## src/rtl/spitx_pkg.sv

```systemverilog
package spitx_pkg;

    localparam int WORD_W = 16;
    localparam int DIV_W  = 4;

    typedef enum logic [1:0] {
        MODE_CPU     = 2'b00,
        MODE_DMA_TX  = 2'b01,
        MODE_REPEAT  = 2'b10,
        MODE_CPU_ALT = 2'b11
    } tx_mode_e;

    typedef enum logic [1:0] {
        SH_IDLE  = 2'b00,
        SH_SHIFT = 2'b01,
        SH_GAP   = 2'b10
    } sh_state_e;

    typedef struct packed {
        logic dma_fill;   // holding register refilled by DMA handshake
        logic resend;     // shifter reloads even when no new word arrived
    } mode_cfg_t;

    function automatic mode_cfg_t decode_mode(tx_mode_e m);
        mode_cfg_t c;
        c.dma_fill = (m == MODE_DMA_TX);
        c.resend   = (m == MODE_REPEAT);
        return c;
    endfunction

endpackage

```

## src/rtl/spitx_baud.sv

```systemverilog
module spitx_baud #(
    parameter int DIV_W = spitx_pkg::DIV_W
) (
    input  logic             clk,
    input  logic             rst,
    input  logic             run,
    input  logic [DIV_W-1:0] div,
    output logic             tick
);
    logic [DIV_W-1:0] cnt_q;

    always_ff @(posedge clk) begin
        if (rst || !run) begin
            cnt_q <= '0;
        end else if (cnt_q == div) begin
            cnt_q <= '0;
        end else begin
            cnt_q <= cnt_q + 1'b1;
        end
    end

    // one pulse every div+1 cycles while running: marks a half-period end
    assign tick = run && (cnt_q == div);

endmodule

```

## src/rtl/spitx_txbuf.sv

```systemverilog
module spitx_txbuf
    import spitx_pkg::*;
#(
    parameter int DATA_W = spitx_pkg::WORD_W
) (
    input  logic              clk,
    input  logic              rst,
    input  mode_cfg_t         cfg,
    input  logic              bus_wr,
    input  logic              bus_rd,
    input  logic [DATA_W-1:0] bus_wdata,
    output logic [DATA_W-1:0] bus_rdata,
    input  logic              dma_ack,
    input  logic [DATA_W-1:0] dma_data,
    output logic              dma_req,
    input  logic              shf_idle,
    output logic              load_go,
    output logic [DATA_W-1:0] load_word,
    output logic              full
);
    logic [DATA_W-1:0] hold_q;
    logic              full_q;
    logic              ack_hold_q;
    logic              dma_take;

    assign dma_req   = cfg.dma_fill && !full_q && !ack_hold_q;
    assign dma_take  = dma_ack && dma_req;
    assign load_go   = shf_idle && (cfg.resend || full_q);
    assign load_word = hold_q;
    assign full      = full_q;
    assign bus_rdata = bus_rd ? hold_q : '0;

    always_ff @(posedge clk) begin
        if (rst) begin
            hold_q     <= '0;
            full_q     <= 1'b0;
            ack_hold_q <= 1'b0;
        end else begin
            ack_hold_q <= dma_take;
            if (bus_wr) begin
                hold_q <= bus_wdata;     // processor write beats a DMA word
                full_q <= 1'b1;
            end else if (dma_take) begin
                hold_q <= dma_data;
                full_q <= 1'b1;
            end else if (load_go) begin
                full_q <= 1'b0;
            end
        end
    end

    // request is withdrawn in the cycle after an accepted acknowledge
    a_r7_req_drops: assert property (@(posedge clk) disable iff (rst)
        dma_take |=> !dma_req);

    // handing a word to the shifter empties the holding register
    a_r2_load_clears_full: assert property (@(posedge clk) disable iff (rst)
        (load_go && !bus_wr && !dma_take) |=> !full);

    // a write always leaves a pending word behind it
    a_r6_write_pends: assert property (@(posedge clk) disable iff (rst)
        bus_wr |=> full);

endmodule

```

## src/rtl/spitx_shifter.sv

```systemverilog
module spitx_shifter
    import spitx_pkg::*;
#(
    parameter int DATA_W = spitx_pkg::WORD_W
) (
    input  logic              clk,
    input  logic              rst,
    input  logic              load_go,
    input  logic [DATA_W-1:0] load_word,
    input  logic              tick,
    output logic              sclk,
    output logic              mosi,
    output logic              busy,
    output logic              idle
);
    localparam int CNT_W = $clog2(DATA_W);
    localparam logic [CNT_W-1:0] LAST_BIT = CNT_W'(DATA_W - 1);

    sh_state_e         state_q;
    logic [DATA_W-1:0] shreg_q;
    logic [CNT_W-1:0]  bit_q;
    logic              sclk_q;
    logic              gap_half_q;

    always_ff @(posedge clk) begin
        if (rst) begin
            state_q    <= SH_IDLE;
            shreg_q    <= '0;
            bit_q      <= '0;
            sclk_q     <= 1'b0;
            gap_half_q <= 1'b0;
        end else begin
            case (state_q)
                SH_IDLE: begin
                    if (load_go) begin
                        shreg_q <= load_word;
                        bit_q   <= '0;
                        sclk_q  <= 1'b0;
                        state_q <= SH_SHIFT;
                    end
                end
                SH_SHIFT: begin
                    if (tick) begin
                        if (!sclk_q) begin
                            sclk_q <= 1'b1;               // sampling edge
                        end else begin
                            sclk_q <= 1'b0;               // launch edge
                            if (bit_q == LAST_BIT) begin
                                state_q    <= SH_GAP;
                                gap_half_q <= 1'b0;
                            end else begin
                                bit_q   <= bit_q + 1'b1;
                                shreg_q <= {shreg_q[DATA_W-2:0], 1'b0};
                            end
                        end
                    end
                end
                SH_GAP: begin
                    if (tick) begin
                        if (gap_half_q) begin
                            state_q <= SH_IDLE;
                        end else begin
                            gap_half_q <= 1'b1;
                        end
                    end
                end
                default: state_q <= SH_IDLE;
            endcase
        end
    end

    assign busy = (state_q == SH_SHIFT);
    assign idle = (state_q == SH_IDLE);
    assign sclk = sclk_q;
    assign mosi = busy & shreg_q[DATA_W-1];

    // clock idles low outside a frame
    a_r3_sclk_idle_low: assert property (@(posedge clk) disable iff (rst)
        !busy |-> !sclk);

    // data is held across the whole high phase
    a_r3_mosi_steady: assert property (@(posedge clk) disable iff (rst)
        (sclk && $past(sclk)) |-> $stable(mosi));

    // every frame starts with the clock low
    a_r3_frame_starts_low: assert property (@(posedge clk) disable iff (rst)
        $rose(busy) |-> !sclk);

    // a frame is never followed immediately by another
    a_r11_gap_after_frame: assert property (@(posedge clk) disable iff (rst)
        $fell(busy) |=> !busy);

endmodule

```

## src/rtl/spitx_core.sv

```systemverilog
module spitx_core
    import spitx_pkg::*;
#(
    parameter int DATA_W = spitx_pkg::WORD_W,
    parameter int DIV_W  = spitx_pkg::DIV_W
) (
    input  logic              clk,
    input  logic              rst,
    input  logic [1:0]        mode_sel,
    input  logic [DIV_W-1:0]  clk_div,
    input  logic              bus_wr,
    input  logic              bus_rd,
    input  logic [DATA_W-1:0] bus_wdata,
    output logic [DATA_W-1:0] bus_rdata,
    output logic              dma_req,
    input  logic              dma_ack,
    input  logic [DATA_W-1:0] dma_data,
    output logic              sclk,
    output logic              mosi,
    output logic              busy,
    output logic              buf_full
);
    mode_cfg_t         cfg;
    logic              load_go;
    logic [DATA_W-1:0] load_word;
    logic              shf_idle;
    logic              tick;

    assign cfg = decode_mode(tx_mode_e'(mode_sel));

    spitx_txbuf #(.DATA_W(DATA_W)) u_buf (
        .clk       (clk),
        .rst       (rst),
        .cfg       (cfg),
        .bus_wr    (bus_wr),
        .bus_rd    (bus_rd),
        .bus_wdata (bus_wdata),
        .bus_rdata (bus_rdata),
        .dma_ack   (dma_ack),
        .dma_data  (dma_data),
        .dma_req   (dma_req),
        .shf_idle  (shf_idle),
        .load_go   (load_go),
        .load_word (load_word),
        .full      (buf_full)
    );

    spitx_baud #(.DIV_W(DIV_W)) u_baud (
        .clk  (clk),
        .rst  (rst),
        .run  (!shf_idle),
        .div  (clk_div),
        .tick (tick)
    );

    spitx_shifter #(.DATA_W(DATA_W)) u_shf (
        .clk       (clk),
        .rst       (rst),
        .load_go   (load_go),
        .load_word (load_word),
        .tick      (tick),
        .sclk      (sclk),
        .mosi      (mosi),
        .busy      (busy),
        .idle      (shf_idle)
    );

endmodule

```

## config.mk

```make
export PLATFORM = sky130hd
export DESIGN_NAME = spitx_core
export DESIGN_NICKNAME = d
export VERILOG_FILES = /design/src/rtl/spitx_pkg.sv /design/src/rtl/spitx_baud.sv /design/src/rtl/spitx_txbuf.sv /design/src/rtl/spitx_shifter.sv /design/src/rtl/spitx_core.sv
export SDC_FILE = /design/constraint.sdc
export NUM_CORES = 1
export LEC_CHECK = 0
export CAP_MARGIN = 15
export CORE_ASPECT_RATIO = 0.9
export CORE_MARGIN = 2
export CORE_UTILIZATION = 52
export DETAILED_ROUTE_END_ITERATION = 8
export MAX_ROUTING_LAYER = met4
export PLACE_DENSITY = 0.95
export SLEW_MARGIN = 20
export SYNTH_ARGS = -nofsm -noshare
export SYNTH_HDL_FRONTEND = slang
export SYNTH_HIERARCHICAL = 1
export SYNTH_SLANG_ARGS = --single-unit
```

## constraint.sdc

```tcl
create_clock -name clk -period 5.78 [get_ports clk]
set_input_delay 0.867 -clock clk [delete_from_list [all_inputs] [get_ports clk]]
set_output_delay 0.867 -clock clk [all_outputs]
set_load 0.01 [all_outputs]
```

==> impl_metrics.json <==
{
  "ir_worst_vdd_mv": 0.188,
  "gr-usage-met1_pct": 27.5,
  "port_buffers": 63,
  "numCtsBuffers": 5,
  "timing.rr.start": "u_baud/cnt_q[0]$_SDFF_PP0_",
  "drtIter0Drc": 107,
  "die-width_microns": 76.2,
  "grt_pass1_vias": 2139,
  "ys_seq_area_share_pct": 37.7,
  "post-route-util_pct": 69.8,
  "hold_violations": 0,
  "crit_buf_inv": 2,
  "routedWlPerCell_microns": 15.0,
  "top_usage_layer": "met2",
  "postCtsSetupBuffers": 0,
  "htreeDepth": 2,
  "place.gp.congestion": 0.766,
  "stdcell_area_sq_um": 3140,
  "fin_nets": 361,
  "root_buffer": "clkbuf_8",
  "wl_mm": 5.70,
  "regToRegSetupSlack_ns": 3.21,
  "num_vias": 2163,
  "max_freq_mhz": 278,
  "synth.top_cell.area_share_pct": 37.7,
  "syn_inst": 266,
  "cts_tree": "built",
  "worst-path-max-fanout": 20,
  "initial_core_util_pct": 54.4,
  "coreArea_sq_um": 4490,
  "final_antenna_net_count": 0,
  "insertion_delay_ns": 0.30,
  "post-route-min-period_ns": 3.60,
  "crit_chain": "nand2b_1 -> inv_1 -> and2_1 -> clkdlybuf4s50_1",
  "crit_cells": 4,
  "powerDensity_nw_per_um2": 243,
  "dieArea_sq_um": 5260,
  "drt-vias-per-instance": 5.71,
  "cts.path.max_buffers": 2,
  "setup_ws_ns": 2.18,
  "synth_top_cell_by_area": "dfxtp_1",
  "grt_pass1_wl_mm": 9.76,
  "grt_max_degree": 45,
  "multiInputGateArea_sq_um": 1360,
  "antenna_found_initial": 0,
  "critPathLaunchType": "flop",
  "cts-resized-gates": 0,
  "pre_cts_ws_ns": 2.27,
  "fillers": 322,
  "synth_fp_nets": 311,
  "critPathMaxStageDelay_ns": 0.63,
  "ys_ff_latch": 46,
  "path_clk_slew_ns": 0.09,
  "syn2layout_area_growth_pct": 28.4,
  "ctsHoldBuffers": 0,
  "synth_cell_type_count": 43,
  "overflow": 0,
  "regArea_sq_um": 921,
  "rsz0062_at_grt": "no",
  "yosysWarnings": 6,
  "tightest_slew_ns": 0.984,
  "ys_async_sr_fraction_pct": 0,
  "grt_usage_pct": 23.1,
  "cap_violations": 0,
  "route.detailed.drc": 0,
  "final_common_cell": "clkdlybuf4s50_1",
  "avgSynthCellArea_sq_um": 9.18,
  "final_cell_mix": "clkdlybuf4s50_1 (62), dfxtp_1 (46), nand2_1 (31), nor3_1 (23), nor2_1 (22)",
  "crit_path_end_kind": "output pin",
  "crit_end": "mosi",
  "slowest_stage": "nand2b_1",
  "final.setup.tns_ns": 0,
  "worst_ep_required_time_ns": 4.91,
  "synth_area_leaders": "dfxtp_1 (38%), mux2i_1 (7.0%), a311oi_2 (6.8%)",
  "crit_start": "u_shf/state_q[1]$_SDFFE_PP0P_",
  "setup_violations": 0,
  "placed_area_sq_um": 3030,
  "reg2reg_depth": 8,
  "antenna_cells": 0,
  "dr.pass1.iters": 4,
  "hpwlAfterDp_mm": 3.92,
  "slew_headroom_pct": 34.4,
  "final.period_utilization_pct": 62.3,
  "arrival_ns": 2.73,
  "power_leakage_nw": 1.13,
  "synth_flop_cell": "dfxtp_1",
  "use_met3_pct": 4.45,
  "worstSetupPathType": "flop to output pin",
  "dieHeight_microns": 69,
  "min_path_type": "flop to flop",
  "status": "finished clean",
  "clkSinkCount": 46,
  "io_pins": 64,
  "crit_family": "buffers and inverters",
  "synthesis.area_sq_um": 2440,
  "drv_slew": 0,
  "num_rows": 23,
  "met2_usage_pct": 39.2,
  "timing.rr.end": "u_shf/shreg_q[8]$_SDFFE_PP0P_",
  "synth_edf_count": 0,
  "finClkSkew_ns": 0.00770,
  "drive_gt1_share_pct": 12.3
}
==> worst register-to-register path: cells and delay by family (launching register included) <==
kind / cells / cell delay, ns
xor+xnor: 1 / 0.18
flops: 1 / 0.35
buf+inv: 1 / 0.40
simple gates: 4 / 1.05
compound gates: 2 / 0.51
==> cells in the mapped netlist (6+ instances only) <==
library cell,number
a211oi_2,10
buf_2,8
dfxtp_1,46
clkbuf_1,8
nor3_1,23
a311oi_2,11
nand2_1,31
and2_1,20
mux2i_1,17
a211oi_1,6
nor2_1,22
==> worst min-delay path by stage <==
stage / from / endpoint / slack, ns / cells past startpoint
finish: u_shf/shreg_q[12]$_SDFFE_PP0P_ / u_shf/shreg_q[13]$_SDFFE_PP0P_ / 0.48 / 2
global route: u_shf/shreg_q[11]$_SDFFE_PP0P_ / u_shf/shreg_q[12]$_SDFFE_PP0P_ / 0.52 / 2
CTS: u_shf/shreg_q[11]$_SDFFE_PP0P_ / u_shf/shreg_q[12]$_SDFFE_PP0P_ / 0.48 / 2
detailed placement: u_shf/shreg_q[12]$_SDFFE_PP0P_ / u_shf/shreg_q[13]$_SDFFE_PP0P_ / 0.47 / 2
global placement: u_shf/shreg_q[12]$_SDFFE_PP0P_ / u_shf/shreg_q[13]$_SDFFE_PP0P_ / 0.46 / 2
floorplan: u_shf/shreg_q[11]$_SDFFE_PP0P_ / u_shf/shreg_q[12]$_SDFFE_PP0P_ / 0.46 / 2
==> cells by family after synthesis <==
| logic type | Yosys count | share of synthesized area (%) |
|---|---|---|
| buffers and inverters | 27 | 6.41 |
| and+or+nand+nor | 118 | 25.0 |
| muxes | 18 | 7.43 |
| adders and majority gates | 2 | 1.02 |
| xor gates and xnor gates | 6 | 2.15 |
| AOI/OAI and AO/OA | 49 | 20.3 |
| DFF | 46 | 37.7 |
==> sequential cells by signal, indices dropped and copies added, names as in the netlist <==
signal / flops
u_shf/state_q: 2
u_shf/shreg_q: 16
u_baud/cnt_q: 4
u_shf/bit_q: 4
u_shf/gap_half_q: 1
u_buf/full: 1
u_buf/load_word: 16
u_shf/sclk: 1
u_buf/ack_hold_q: 1
==> through the flow <==
| stage | power (mW) | hold WS [ns] | cells |
|---|---|---|---|
| after detailed placement | 0.527 | 0.474 | 371 |
| after CTS | 0.766 | 0.483 | 379 |
| after global placement | 0.519 | 0.462 | 371 |
| after floorplan | 0.470 | 0.455 | 266 |
| final | 0.762 | 0.483 | 379 |
| after global routing | 0.796 | 0.518 | 379 |
==> per-layer routing <==
layer / part of all wire [%] / vias up
li1: - / 1036
met1: 43 / 1023
met2: 50 / 95
met3: 5.8 / 9
met4: 1.4 / 0
met5: 0 / -
==> where the power goes <==
| part | internal [mW] | total, mW | switching [mW] |
|---|---|---|---|
| Clock | 0.129 | 0.240 | 0.111 |
| Combinational | 0.0829 | 0.165 | 0.0821 |
| Sequential | 0.341 | 0.358 | 0.0174 |
==> area by class of cell <==
| type | count | share of cell area, % |
|---|---|---|
| multi-input combinational | 193 | 43.5 |
| sequential | 46 | 29.4 |
| timing repair buffer | 66 | 20.7 |
| tap | 62 | 2.47 |
| clock buffer | 6 | 2.31 |
| clock inverter | 2 | 1.20 |
| inverter | 4 | 0.479 |
Note: power is estimated with default switching activity, not from simulation.
